--- src/rtl/nand_lp_pkg.sv ---
package nand_lp_pkg;
  localparam logic [7:0] OP_READ0      = 8'h00;
  localparam logic [7:0] OP_RD_CONFIRM = 8'h30;
  localparam logic [7:0] OP_SPARE_RD   = 8'h50;
  localparam logic [7:0] OP_RND_OUT    = 8'h05;
  localparam logic [7:0] OP_RNDO_CONF  = 8'hE0;
  localparam logic [7:0] OP_RND_IN     = 8'h85;
  localparam logic [7:0] OP_PROG       = 8'h10;
  localparam logic [7:0] OP_CACHE_PROG = 8'h15;
  localparam logic [7:0] OP_ERASE_A    = 8'h60;
  localparam logic [7:0] OP_ERASE_B    = 8'hD0;
  localparam logic [7:0] OP_DATA_IN    = 8'h80;
  localparam logic [7:0] OP_STATUS     = 8'h70;
  localparam logic [7:0] OP_ID         = 8'h90;
  localparam logic [7:0] OP_PARAM      = 8'hEC;
  localparam logic [7:0] OP_GET_FEAT   = 8'hEE;
  localparam logic [7:0] OP_SET_FEAT   = 8'hEF;

  typedef struct packed {
    logic [7:0] data;
    logic       cle;
    logic       ale;
  } beat_t;

  typedef enum logic [1:0] {POST_NONE, POST_CCS, POST_RB} post_e;

  function automatic logic op_narrow(input logic [7:0] op);
    return (op == OP_ID) || (op == OP_PARAM) || (op == OP_GET_FEAT) || (op == OP_SET_FEAT);
  endfunction
endpackage

--- src/rtl/nand_lp_plan.sv ---
module nand_lp_plan
  import nand_lp_pkg::*;
#(
  parameter int PAGE_BYTES      = 2048,
  parameter int COL_W           = 16,
  parameter int ROW_W           = 24,
  parameter int CCS_W           = 8,
  parameter int DEFAULT_CCS_CYC = 125,
  parameter int MAX_BEATS       = 7,
  parameter int CNT_W           = $clog2(MAX_BEATS + 1)
) (
  input  logic [7:0]       op_i,
  input  logic             col_vld_i,
  input  logic [COL_W-1:0] col_i,
  input  logic             row_vld_i,
  input  logic [ROW_W-1:0] row_i,
  input  logic             bus16_i,
  input  logic             row3_i,
  input  logic             ccs_en_i,
  input  logic [CCS_W-1:0] ccs_cyc_i,
  output beat_t            beats_o [MAX_BEATS],
  output logic [CNT_W-1:0] count_o,
  output post_e            post_o,
  output logic [15:0]      ccs_len_o
);
  localparam logic [COL_W-1:0] SPARE_OFS = COL_W'(PAGE_BYTES);

  logic [7:0]       op_eff;
  logic [COL_W-1:0] col_eff;
  logic             narrow;
  post_e            post_ccs;

  always_comb begin
    op_eff  = op_i;
    col_eff = col_i;
    if (op_i == OP_SPARE_RD) begin
      op_eff  = OP_READ0;
      col_eff = col_i + SPARE_OFS;
    end
    narrow = op_narrow(op_eff);
    if (bus16_i && !narrow) col_eff = col_eff >> 1;
  end

  assign post_ccs  = ccs_en_i ? POST_CCS : POST_NONE;
  assign ccs_len_o = (ccs_cyc_i == '0) ? 16'(DEFAULT_CCS_CYC) : 16'(ccs_cyc_i);

  always_comb begin
    int n;
    n = 0;
    for (int i = 0; i < MAX_BEATS; i++) beats_o[i] = '0;
    beats_o[n] = '{data: op_eff, cle: 1'b1, ale: 1'b0};
    n++;
    if (col_vld_i) begin
      beats_o[n] = '{data: col_eff[7:0], cle: 1'b0, ale: 1'b1};
      n++;
      if (!narrow) begin
        beats_o[n] = '{data: col_eff[15:8], cle: 1'b0, ale: 1'b1};
        n++;
      end
    end
    if (row_vld_i) begin
      beats_o[n] = '{data: row_i[7:0], cle: 1'b0, ale: 1'b1};
      n++;
      beats_o[n] = '{data: row_i[15:8], cle: 1'b0, ale: 1'b1};
      n++;
      if (row3_i) begin
        beats_o[n] = '{data: row_i[23:16], cle: 1'b0, ale: 1'b1};
        n++;
      end
    end
    post_o = POST_RB;
    case (op_eff)
      OP_CACHE_PROG, OP_PROG, OP_ERASE_A, OP_ERASE_B,
      OP_DATA_IN, OP_STATUS, OP_ID, OP_SET_FEAT: post_o = POST_NONE;
      OP_RND_IN: post_o = post_ccs;
      OP_RND_OUT: begin
        beats_o[n] = '{data: OP_RNDO_CONF, cle: 1'b1, ale: 1'b0};
        n++;
        post_o = post_ccs;
      end
      OP_READ0: begin
        if (!col_vld_i && !row_vld_i) post_o = POST_NONE;
        else begin
          beats_o[n] = '{data: OP_RD_CONFIRM, cle: 1'b1, ale: 1'b0};
          n++;
        end
      end
      default: post_o = POST_RB;
    endcase
    count_o = CNT_W'(n);
  end
endmodule

--- src/rtl/nand_lp_timer.sv ---
module nand_lp_timer #(
  parameter int W = 16
) (
  input  logic         clk_i,
  input  logic         rst_ni,
  input  logic         load_i,
  input  logic [W-1:0] len_i,
  output logic         last_o
);
  logic [W-1:0] cnt_q;

  always_ff @(posedge clk_i or negedge rst_ni) begin
    if (!rst_ni)              cnt_q <= '0;
    else if (load_i)          cnt_q <= len_i;
    else if (cnt_q != '0)     cnt_q <= cnt_q - 1'b1;
  end

  assign last_o = (cnt_q == W'(1));
endmodule

--- src/rtl/nand_lp_seq.sv ---
module nand_lp_seq
  import nand_lp_pkg::*;
#(
  parameter int PAGE_BYTES      = 2048,
  parameter int CCS_W           = 8,
  parameter int DEFAULT_CCS_CYC = 125,
  parameter int TWB_CYC         = 25
) (
  input  logic             clk_i,
  input  logic             rst_ni,
  input  logic             req_valid_i,
  input  logic [7:0]       req_op_i,
  input  logic             req_col_vld_i,
  input  logic [15:0]      req_col_i,
  input  logic             req_row_vld_i,
  input  logic [23:0]      req_row_i,
  input  logic             cfg_bus16_i,
  input  logic             cfg_row3_i,
  input  logic             cfg_ccs_en_i,
  input  logic [CCS_W-1:0] cfg_ccs_cyc_i,
  output logic             busy_o,
  output logic             beat_valid_o,
  input  logic             beat_ready_i,
  output logic [7:0]       beat_byte_o,
  output logic             beat_cle_o,
  output logic             beat_ale_o,
  output logic             wait_rb_o,
  input  logic             dev_rdy_i
);
  localparam int MAX_BEATS = 7;
  localparam int CNT_W     = $clog2(MAX_BEATS + 1);

  typedef enum logic [1:0] {S_IDLE, S_EMIT, S_DELAY, S_WAIT} state_e;

  state_e           state_q;
  beat_t            plan_beats [MAX_BEATS];
  logic [CNT_W-1:0] plan_cnt;
  post_e            plan_post;
  logic [15:0]      plan_ccs;

  beat_t            beats_q [MAX_BEATS];
  logic [CNT_W-1:0] cnt_q, idx_q;
  post_e            post_q;
  logic [15:0]      ccs_q;
  logic             rb_after_q;
  logic             accept, take, last_take, tmr_load, tmr_last;
  logic [15:0]      tmr_len;

  nand_lp_plan #(
    .PAGE_BYTES(PAGE_BYTES), .COL_W(16), .ROW_W(24), .CCS_W(CCS_W),
    .DEFAULT_CCS_CYC(DEFAULT_CCS_CYC), .MAX_BEATS(MAX_BEATS), .CNT_W(CNT_W)
  ) u_plan (
    .op_i(req_op_i), .col_vld_i(req_col_vld_i), .col_i(req_col_i),
    .row_vld_i(req_row_vld_i), .row_i(req_row_i), .bus16_i(cfg_bus16_i),
    .row3_i(cfg_row3_i), .ccs_en_i(cfg_ccs_en_i), .ccs_cyc_i(cfg_ccs_cyc_i),
    .beats_o(plan_beats), .count_o(plan_cnt), .post_o(plan_post), .ccs_len_o(plan_ccs)
  );

  assign accept    = (state_q == S_IDLE) && req_valid_i;
  assign take      = (state_q == S_EMIT) && beat_ready_i;
  assign last_take = take && (idx_q == cnt_q - 1'b1);
  assign tmr_load  = last_take && (post_q != POST_NONE);
  assign tmr_len   = (post_q == POST_CCS) ? ccs_q : 16'(TWB_CYC);

  nand_lp_timer #(.W(16)) u_timer (
    .clk_i(clk_i), .rst_ni(rst_ni), .load_i(tmr_load), .len_i(tmr_len), .last_o(tmr_last)
  );

  always_ff @(posedge clk_i or negedge rst_ni) begin
    if (!rst_ni) begin
      state_q    <= S_IDLE;
      idx_q      <= '0;
      cnt_q      <= '0;
      post_q     <= POST_NONE;
      ccs_q      <= '0;
      rb_after_q <= 1'b0;
      for (int i = 0; i < MAX_BEATS; i++) beats_q[i] <= '0;
    end else begin
      case (state_q)
        S_IDLE: if (accept) begin
          beats_q <= plan_beats;
          cnt_q   <= plan_cnt;
          post_q  <= plan_post;
          ccs_q   <= plan_ccs;
          idx_q   <= '0;
          state_q <= S_EMIT;
        end
        S_EMIT: if (take) begin
          if (last_take) begin
            rb_after_q <= (post_q == POST_RB);
            state_q    <= (post_q == POST_NONE) ? S_IDLE : S_DELAY;
          end else begin
            idx_q <= idx_q + 1'b1;
          end
        end
        S_DELAY: if (tmr_last) state_q <= rb_after_q ? S_WAIT : S_IDLE;
        S_WAIT:  if (dev_rdy_i) state_q <= S_IDLE;
        default: state_q <= S_IDLE;
      endcase
    end
  end

  assign busy_o       = (state_q != S_IDLE);
  assign beat_valid_o = (state_q == S_EMIT);
  assign beat_byte_o  = beats_q[idx_q].data;
  assign beat_cle_o   = beats_q[idx_q].cle;
  assign beat_ale_o   = beats_q[idx_q].ale;
  assign wait_rb_o    = (state_q == S_WAIT);
endmodule


--- config.mk ---
export PLATFORM = sky130hd
export DESIGN_NAME = nand_lp_seq
export DESIGN_NICKNAME = d
export VERILOG_FILES = /design/src/rtl/nand_lp_pkg.sv /design/src/rtl/nand_lp_plan.sv /design/src/rtl/nand_lp_timer.sv /design/src/rtl/nand_lp_seq.sv
export SDC_FILE = /design/constraint.sdc
export NUM_CORES = 1
export LEC_CHECK = 0
export ABC_AREA = 0
export BUFFER_PORTS_ARGS = -buffer_cell sky130_fd_sc_hd__buf_2
export CAP_MARGIN = 20
export CORE_MARGIN = 2
export CORE_UTILIZATION = 31
export CTS_BUF_LIST = sky130_fd_sc_hd__clkbuf_8
export CTS_CLUSTER_DIAMETER = 200
export DETAILED_ROUTE_END_ITERATION = 8
export PLACE_DENSITY_LB_ADDON = 0.2
export SLEW_MARGIN = 20
export SYNTH_ARGS = -nofsm -noshare
export SYNTH_HDL_FRONTEND = slang
export SYNTH_SLANG_ARGS = --single-unit
--- constraint.sdc ---
create_clock -name clk_i -period 2.1 [get_ports clk_i]
set_input_delay 0.42 -clock clk_i [delete_from_list [all_inputs] [get_ports clk_i]]
set_output_delay 0.42 -clock clk_i [all_outputs]
set_load 0.01 [all_outputs]
* Word level (Yosys, flattened, before mapping)
Index checks and enable logic that the tools add are counted.
** Word-level totals
- Bits in registers :: 113
- Output and inout bits :: 13
- Word-level logic and storage cells :: 161
** Cells by class
- Add/subtract/negate cells :: 8
- Magnitude comparators :: 9
- Equal/unequal tests :: 26
- Mux-type cells :: 48
- Bitwise operators :: 11
- Reduce and logical (&&, ||, !) cells :: 31
** Operators by type and width (number)
- $bwmux W70 :: 3
- $mux W70 :: 3
- $pmux W70 S2 :: 1
- $ge A32 B4 Y1 const B :: 4
- $lt A32 B1 Y1 const B :: 4
- $not A32 Y32 :: 4
- $demux W10 S3 :: 4
- $add A32 B2 Y32 const B :: 3
- $mux W32 :: 3
- $mux W16 :: 5
- $mux W10 :: 7
- $eq A8 B8 Y1 const B :: 7
- $and A49 B49 Y49 :: 1
- $not A49 Y49 :: 1
- $and A42 B42 Y42 :: 1
- $not A42 Y42 :: 1
- $bmux W10 S3 :: 1
- $or A28 B28 Y28 :: 1
- $eq A8 B7 Y1 const B :: 3
- $or A21 B21 Y21 :: 1
- $mux W20 :: 1
- $add A16 B12 Y16 const B :: 1
- $eq A16 B1 Y1 const B :: 1
- $eq A8 B5 Y1 const B :: 2
- other kinds (32) :: 70

* Logic depth before layout (Yosys ltp)
Gate-level depths: netlist of run 1.
- Word-level depth :: 22
- Gate-level depth with buffers :: 12
- Mapped depth without buffers :: 9

* Hierarchy
A second synthesis of run 1 with hierarchy kept.
** Unflattened totals
- Cell total of the unflattened synthesis :: 746
- Area, all modules :: 7335.8 sq um
** Modules (own cells, without submodules)
- nand_lp_seq :: instances 1, cells each 327, area an instance 4469.3 sq um, seq. area each 2427.3 sq um
- nand_lp_plan :: instances 1, cells each 299, area an instance 1766.7 sq um, seq. area each 0.0 sq um
- nand_lp_timer :: instances 1, cells each 120, area an instance 1099.8 sq um, seq. area each 400.4 sq um

* Least setup slack after synthesis of run 1
No wires, ideal clock.
- Kind :: in2reg
- Start :: in req_op_i[2]
- End :: reg beats_q[57] in the netlist's numbering
- Library setup time :: 136 ps
- Arrival :: 2933 ps
- Slack :: -969 ps
- Cell stages on the path :: 12
- Buffers on the path :: 4
- Cell sequence :: nor4_4 a32o_1 buf_2 buf_2 nand2_1 ha_1 or3_1 clkbuf_1 or3_1 clkbuf_1 o221ai_1 a21oi_1
** On the way
- Word-level cells in the longest chain between the ends :: 21
** RTL lines
- start: declaration :: RTL line nand_lp_seq.sv:12 : input logic [7:0] req_op_i,
- $eq A8 B7 Y1 :: RTL line nand_lp_plan.sv:36 : if (op_i == OP_SPARE_RD) begin
- $mux W8 :: RTL line nand_lp_plan.sv:36
- $eq A8 B8 Y1 :: RTL line nand_lp_pkg.sv:28 : return (op == OP_ID) || (op == OP_PARAM) || (op == OP_GET_FEAT) || (op == OP_SET_FEAT);
- $logic_or A1 B1 Y1 (3 in a row) :: RTL line nand_lp_pkg.sv:28
- $mux W1 :: RTL line nand_lp_plan.sv:56 : if (!narrow) begin
- $mux W32 :: RTL line nand_lp_plan.sv:53 : if (col_vld_i) begin
- $add A32 B2 Y32 / $not A32 Y32 (equally long branches) :: RTL line nand_lp_plan.sv:63, nand_lp_plan.sv:62
- $add A32 B2 Y32 (tied with other cells) :: RTL line nand_lp_plan.sv:65 : n++;
- (+3 left out)
- $not A32 Y32 (not written as such) (tied with other cells) :: RTL line nand_lp_plan.sv:77, nand_lp_plan.sv:84
- $ge A32 B4 Y1 (not written as such) (tied with other cells) :: RTL line nand_lp_plan.sv:77, nand_lp_plan.sv:84
- $logic_and A1 B1 Y1 (not written as such) / $bwmux W70 (equally long branches) :: RTL line nand_lp_plan.sv:77, nand_lp_plan.sv:84, nand_lp_plan.sv:67
- $mux W10 (not written as such) / $mux W70 (equally long branches) :: RTL line nand_lp_plan.sv:77, nand_lp_plan.sv:84, nand_lp_plan.sv:66
- $demux W10 S3 / $mux W70 (equally long branches) :: RTL line nand_lp_plan.sv:77, nand_lp_plan.sv:84, nand_lp_plan.sv:61
- $or A21 B21 Y21 (no line)
- $mux W70 :: RTL line nand_lp_plan.sv:82 : if (!col_vld_i && !row_vld_i) post_o = POST_NONE;
- $pmux W70 S2 * :: RTL line nand_lp_plan.sv:72 : case (op_eff)
- end signal: assignment :: RTL line nand_lp_seq.sv:81 : beats_q <= plan_beats;
- end: declaration :: RTL line nand_lp_seq.sv:41 : beat_t beats_q [MAX_BEATS];
Every way passes the cells marked *; elsewhere a longest branch is shown, timed or not.
A chain may end at the register's enable or synchronous reset.

* Worst setup path in the final report of run 1
- Start :: reg idx_q[0]
- End :: out beat_byte_o[4]
** On the way
- Word-level cells in the longest chain between the ends :: 4
** RTL lines
- start: declaration :: RTL line nand_lp_seq.sv:42 : logic [CNT_W-1:0] cnt_q, idx_q;
- start signal: assignment :: RTL line nand_lp_seq.sv:93 : idx_q <= idx_q + 1'b1;
- $not A3 Y4 (not written as such) :: RTL line nand_lp_seq.sv:105 : assign beat_byte_o = beats_q[idx_q].data;
- $bmux W10 S3 :: RTL line nand_lp_seq.sv:105
- $mux W10 (2 in a row)
- end: declaration :: RTL line nand_lp_seq.sv:24 : output logic [7:0] beat_byte_o,
No other way between the ends. The select of a mux whose other input is x is not followed.

==> results of run 1 <==
## per-layer routing
metal	part of all wire	vias up	global-route usage
li1	-	3052	-
met1	0.49	3066	0.308
met2	0.44	206	0.306
met3	0.061	18	0.0277
met4	0.013	0	0.0529
met5	0	-	0
## cell type report
cell class	instances	area, sq um	share of cell area
multi-input combinational	566	3860	0.445
clock buffer	9	124	0.0143
timing repair buffer	203	1570	0.180
sequential	105	2630	0.303
clock inverter	6	109	0.0125
inverter	12	45.0	0.00519
tap	275	344	0.0396
## sequential cells by signal, indices dropped and copies added (netlist names)
name and flops:
idx_q 3, u_timer.cnt_q 16, rb_after_q 1, state_q 2, ccs_q 8, beats_q 70
post_q 2, cnt_q 3
## what timing repair did
action,in CTS,in global routing
pin swaps,8,16
buffers inserted,6,9
setup endpoints to repair,32,40
cloned,1,1
resized for setup,26,22
## stage by stage
step / hold slack (ps) / instance area (sq um) / util
floorplan: 124 / 6670 / -
global placement: 449 / 8100 / 0.388
detailed placement: 452 / 8100 / 0.388
CTS: 14.9 / 8510 / 0.408
global route: 41.4 / 8680 / 0.416
finish: 6.88 / 8680 / 0.416
## how the worst min path moves through the flow
stage | to | slack, ps | depth (start not counted)
after floorplan | beats_q[0]$_DFFE_PN0P_ | 120 | 0
after global placement | ccs_q[3]$_DFFE_PN0P_ | 450 | 1
after detailed placement | ccs_q[5]$_DFFE_PN0P_ | 450 | 1
after CTS | ccs_q[5]$_DFFE_PN0P_ | 10 | 1
after global routing | ccs_q[3]$_DFFE_PN0P_ | 40 | 1
final | ccs_q[3]$_DFFE_PN0P_ | 7 | 1
## report_power, final
group	switching, W	internal (W)	leakage (nW)
Sequential	0.000558	0.00278	1.32
Clock	0.000725	0.000781	0.113
Combinational	0.00235	0.00237	2.41
Total	0.00363	0.00593	3.84
## cell usage in the layout, fill, tap and decap left out, drive strengths merged, types with 4 or more instances in the layout
| cell | synthesis | final |
|---|---|---|
| o22a | 7 | 7 |
| clkbuf | 37 | 10 |
| nor3 | 17 | 17 |
| a311oi | 8 | 8 |
| nor2b | 8 | 8 |
| nand4 | 7 | 7 |
| ha | 7 | 7 |
| a2bb2oi | 4 | 4 |
| a21o | 22 | 22 |
| a21oi | 41 | 41 |
| or3 | 11 | 11 |
| nand2 | 83 | 83 |
| buf | 19 | 201 |
| mux4 | 10 | 10 |
| nor2 | 62 | 62 |
| dfrtp | 105 | 105 |
| o211ai | 4 | 4 |
| nand2b | 6 | 6 |
| a22oi | 4 | 4 |
| a22o | 10 | 10 |
| inv | 11 | 12 |
| o21ai | 61 | 61 |
| a31oi | 30 | 30 |
| nand3 | 34 | 34 |
| or4 | 8 | 8 |
| nor4 | 6 | 6 |
| and3 | 5 | 5 |
| o22ai | 8 | 8 |
| and2 | 12 | 12 |
| mux2i | 22 | 22 |
| xor2 | 6 | 6 |
| o31ai | 5 | 5 |
| xnor2 | 6 | 6 |
| a211o | 7 | 7 |
## worst max-delay path, delay by kind of cell (launching register included)
kind / cells / cell delay [ps]
AO/OA/AOI/OAI: 1 / 50
buffers and inverters: 2 / 290
flip-flops: 1 / 450
multiplexers: 1 / 540
AND/OR/NAND/NOR: 1 / 120
## logic make-up after synthesis
kind of cell,share of synthesized area
buffers and inverters,0.0410
and+or+nand+nor,0.224
DFF,0.400
muxes,0.0730
adders and majority gates,0.0133
xor gates and xnor gates,0.0194
AOI/OAI and AO/OA,0.229
==> impl_metrics.csv, run 1 <==
group,metric,value,unit
clock_network,htree_levels,3,
critical_path,rr_startpoint,"u_timer.cnt_q[4]$_DFFE_PN0P_",
finish,layout-drive-gt1-share,0.315,
route,vias,6342,
sta,slew_viol_final,0,
floorplan,initial_utilization,0.314,
floorplan,die_h,150,um
sta,setup_violations,24,
yosys,synth_flop_cell,"dfrtp_1",
placed_design,gp_congestion,0.878,
run_status,violations,"negative setup slack",
grt,grt_max_degree,40,
grt,antenna_found_initial,0,
clock_network,clock-sinks,105,
yosys,synth_nets,812,
clock_network,cts_buffers,9,
placed_design,numPlacedInstances,1145,
grt,grtUsageTotal,0.204,
yosys,synth.distinct_cells,72,
yosys,synth.cell_area,6570,sq um
critical_path,crit_path_start_kind,"flop",
critical_path,crit_start,"idx_q[0]$_DFFE_PN0P_",
yosys,yosys_warnings,0,
clock_network,postCtsHoldBufs,0,
critical_path,regToRegEndpoint,"u_timer.cnt_q[15]$_DFFE_PN0P_",
yosys,syn_area_per_cell,8.89,sq um
critical_path,reg2reg_slack,10,ps
run_status,status,"complete, but fails checks",
clock_network,cts_tree,"yes",
critical_path,arrival,1840,ps
grt,grt.overflow.total,0,
finish,finalNonFillerCells,1176,
critical_path,slowest_stage,"mux4_2",
clock_network,clk_transition_reported_paths,100,ps
critical_path,max_stage_delay,540,ps
sta,min_period,2260,ps
placed_design,numPortBuffers,78,
run,cap_violations,0,
route,routed_via_density,5.39,
yosys,synth-seq-cells,105,
route,drt-initial-drc-count,425,
yosys,synthMostInstantiatedCell,"dfrtp_1",
critical_path,path_cells,"buf_12 > mux4_2 > nor2_2 > a21oi_2 > buf_2",
floorplan,row_count,53,
sta,tightestPinTransition,565,ps
route,dr.pass1.iters,5,
critical_path,worstPathRequired,1680,ps
critical_path,end_kind,"primary output",
sta,clock.fmax,442,MHz
power,power.density,1100,nW/um^2
floorplan,fp.dieW,150,um
power,p_leak,3.84,nW
clock_network,clk-insertion-delay-late,390,ps
grt,grt_pass1_vias,6183,
yosys,synth-seq-area-share,0.400,
sta,relSlewSlack,0.623,
critical_path,crit_fanout,4,
finish,diodes,0,
critical_path,reg2reg_depth,5,
critical_path,endpoint,"beat_byte_o[4]",
power,power,0.00956,W
power,vdd_drop_max,0.000371,V
yosys,syn_inst,739,
yosys,synthTopCellsByArea,"dfrtp_1 (40%), nand2_1 (4.7%), o21ai_0 (3.7%), mux4_2 (3.4%), nor2_1 (3.4%)",
floorplan,die_area,22400,sq um
yosys,synth_edf_count,0,
sta,final.setup.tns,-1920,ps
route,wl,22.3,mm
hold_path,min_path_type,"input pin to asynchronous set/reset pin",
sta,rsz0062_at_grt,"true",
yosys,synth_area_leader_cell,"dfrtp_1",
clock_network,clock_path_buffers,2,
critical_path,critPathKind,"flop to primary output",
finish,area_growth,32.2,%
floorplan,io_pins,79,
clock_network,root_buffer,"clkbuf_8",
yosys,synthTopCellsByCount,"dfrtp_1 (105), nand2_1 (83), nor2_1 (59), o21ai_0 (48), a21oi_1 (41)",
sta,worst_slack,-164,ps
sta,finalHoldViolations,0,
placed_design,place_ws,-785,ps
placed_design,hpwlAfterDp,16.9,mm
sta,finalCritPeriodShare,1.08,
route,postRouteAntennaNets,0,
finish,fillers,2103,
sta,clock_skew,5.17,ps
route,wl_per_cell,18.9,um
finish,layout.nets,970,
yosys,synthArstFlopShare,1.00,
grt,grt_pass1_wl,35.4,mm
yosys,synth_top_area_share,0.400,
floorplan,coreArea,20900,sq um
route,drc,0,
(Power assumes the default switching activity.)
==> run 2: changes to the inputs <==
SYNTH_HIERARCHICAL = 1   (was not set)
==> run 2 against run 1 <==
- the flow still finishes with violations (negative setup slack)
- worst hold slack gained 190 ps
- setup slack got worse by 100 ps
- critical path depth did not move
- sequential cell count grew 8
- clock-buffer cell count increased by 9
- combinational power fell by 9.3%
- die area up 11%
- core utilization decreased by 2.4 points
- largest power group unchanged
==> impl_metrics.csv, run 2 <==
group,metric,value,unit
run_status,status,"complete, but fails checks",
run_status,violations,"negative setup slack",
critical_path,crit_buf_inv,2,
yosys,syn_area_per_cell,9.83,sq um
sta,setup_violations,10,
yosys,synth_compound_area_frac,0.123,
placed_design,numPortBuffers,78,
power,seq_power_share,0.357,
power,switching_share,0.353,
yosys,synthTopCellsByCount,"dfrtp_1 (113), nand2_1 (63), nor2_1 (57), a21oi_1 (50), mux2_1 (49)",
sta,final.setup.tns,-2390,ps
finish,area_growth,24.4,%
placed_design,gp_congestion,0.801,
clock_network,cts_tree,"yes",
clock_network,clk_transition_reported_paths,80,ps
finish,final_common_cell,"dfrtp_1",
finish,fillers,2378,
yosys,synthMostInstantiatedCell,"dfrtp_1",
route,dr.pass1.iters,5,
clock_network,cts_buffers,17,
power,netSwitchingPower,0.00376,W
yosys,syn_inst,746,
yosys,synth.distinct_cells,74,
finish,top_register,"beats_q",
yosys,synthXorXnorAreaFrac,0.0188,
critical_path,path_cells,"buf_12 > mux4_2 > nor2_2 > a21oi_2 > buf_2",
yosys,synth_top_family_by_area,"multiplexers",
grt,grt_pass1_wl,33.0,mm
clock_network,clock_path_buffers,2,
floorplan,initial_utilization,0.314,
yosys,synthArstFlopShare,1.00,
route,drc,0,
sta,slew_viol_final,0,
sta,worst_slack,-269,ps
yosys,synth-seq-area-share,0.385,
finish,post-route-util,0.391,
yosys,synth.cell_area,7340,sq um
finish,regArea,2830,sq um
grt,grt_max_degree,48,
sta,finalHoldViolations,0,
finish,finalNonFillerCells,1203,
critical_path,worstPathRequired,1680,ps
critical_path,crit_path_start_kind,"flop",
route,wl_per_cell,16.9,um
sta,clock.fmax,422,MHz
clock_network,root_buffer,"clkbuf_8",
finish,final_cell_mix,"dfrtp_1 (112), buf_2 (76), buf_4 (76), nand2_1 (63), nor2_1 (55)",
floorplan,die_h,158,um
yosys,yosys_warnings,6,
route,postRouteAntennaNets,0,
critical_path,arrival,1950,ps
route,wl,20.3,mm
floorplan,coreArea,23300,sq um
route,routed_via_density,4.97,
critical_path,slowest_stage,"mux4_2",
grt,grt.overflow.total,0,
yosys,synth_flop_cell,"dfrtp_1",
yosys,synthMuxAreaShare,0.211,
power,p_int,0.00688,W
power,vdd_drop_max,0.000417,V
yosys,yosys.area_share.adder,0.0102,
grt,grt_pass1_vias,6113,
clock_network,clock-sinks,113,
yosys,synth-seq-cells,113,
yosys,synthSimpleGateAreaFrac,0.186,
power,power.density,1170,nW/um^2
critical_path,critPathKind,"flop to primary output",
grt,grtUsageTotal,0.172,
clock_network,clk-insertion-delay-late,450,ps
critical_path,end_kind,"primary output",
run,cap_violations,0,
sta,clock_skew,16.5,ps
critical_path,crit_family,"multiplexers",
finish,largest_reg_flops,70,
clock_network,htree_levels,4,
yosys,synth_area_leader_cell,"dfrtp_1",
floorplan,row_count,56,
grt,antenna_found_initial,0,
sta,rsz0062_at_grt,"true",
sta,whs,198,ps
finish,layout.nets,943,
power,pwr-share-comb,0.402,
finish,reg.largest.list,"beats_q: 70 flops, ccs_q: 16 flops, u_timer/cnt_q: 16 flops",
sta,min_period,2370,ps
critical_path,max_stage_delay,560,ps
floorplan,fp.dieW,158,um
critical_path,crit_fanout,7,
placed_design,postPlaceCellArea,8540,sq um
placed_design,numPlacedInstances,1167,
placed_design,hpwlAfterDp,15.3,mm
finish,fin_area,9130,sq um
yosys,synth_edf_count,0,
route,vias,5979,
hold_path,min_path_type,"input pin to flop",
power,clkPwrFrac,0.241,
finish,multi_input_area,4150,sq um
yosys,synth_top_area_share,0.385,
finish,diodes,0,
yosys,synthTopCellsByArea,"dfrtp_1 (39%), mux2_1 (7.5%), mux2_2 (7.2%), a21oi_1 (3.4%), mux2i_1 (3.3%)",
finish,layout-drive-gt1-share,0.334,
route,drt-initial-drc-count,327,
floorplan,die_area,24900,sq um
floorplan,io_pins,79,
power,p_leak,4.07,nW
sta,finalCritPeriodShare,1.13,
==> run 2: changes by cell type in the layout (fill, tap and decap cells not counted), sizes merged, moves of 12 or more <==
cell	delta
conb	+16
and2	+14
a31oi	-21
nand2	-20
a21o	-20
mux2	+93
nand3	-12
o21ai	-38
buf	-38
==> run 2: logic make-up after synthesis <==
family,count (synthesis)
adder cells (fa/ha/maj),6
buffers and inverters,93
XOR/XNOR,14
multiplexers,130
flip-flops,113
AO/OA/AOI/OAI,140
other,2
AND/OR/NAND/NOR,248
==> run 2: power by group through the flow <==
stage	Clock (W)	Sequential (W)	Combinational, W
floorplan	0	0.00356	0.00302
global placement	0	0.00383	0.00414
detailed placement	0	0.00384	0.00419
CTS	0.00263	0.00380	0.00424
global route	0.00274	0.00394	0.00469
finish	0.00256	0.00380	0.00427
==> run 2: final timing paths <==
path | start | to | slack, ps | cells past startpoint
max | idx_q[0]$_DFFE_PN0P_ | beat_byte_o[2] | -270 | 5
min reg2reg | ccs_q[3]$_DFFE_PN0P_ | ccs_q[3]$_DFFE_PN0P_ | 480 | 1
max in group asynchronous | rst_ni | idx_q[0]$_DFFE_PN0P_ | 1060 | 3
max reg2reg | cnt_q[1]$_DFFE_PN0P_ | u_timer/cnt_q[6]$_DFFE_PN0P_ | 100 | 9
min | cfg_ccs_cyc_i[7] | ccs_q[7]$_DFFE_PN0P_ | 200 | 2
min in group asynchronous | rst_ni | u_timer/cnt_q[7]$_DFFE_PN0P_ | 440 | 2
==> run 2: routing by layer <==
layer / global-route usage / up-vias / routed length (um)
li1: - / 2905 / -
met1: 0.230 / 2937 / 9560
met2: 0.280 / 118 / 9680
met3: 0.0372 / 19 / 734
met4: 0.0502 / 0 / 338
met5: 0 / - / 0
==> run 2: metrics by stage <==
step / setup WS (ps) / total power [W]
2_1_floorplan: -389 / 0.00659
3_3_place_gp: -448 / 0.00796
3_5_place_dp: -496 / 0.00803
4_1_cts: -305 / 0.0107
5_1_grt: -366 / 0.0114
6_report: -269 / 0.0106
==> run 2: layout make-up <==
| cell class | instances | area share |
|---|---|---|
| Clock buffer | 18 | 0.0271 |
| Timing Repair Buffer | 165 | 0.130 |
| Tap cell | 319 | 0.0437 |
| Multi-Input combinational cell | 554 | 0.454 |
| Inverter | 20 | 0.00877 |
| Sequential cell | 113 | 0.310 |
| Clock inverter | 14 | 0.0256 |
==> run 2: timing repair <==
action | in CTS | in global routing
hold endpoints to repair | 23 | 0
buffers inserted | 1 | 1
gates resized for setup | 4 | 11
hold buffers | 1 | 0
pin swaps | 0 | 3
cloned | 0 | 1
endpoints found under the setup margin | 12 | 14
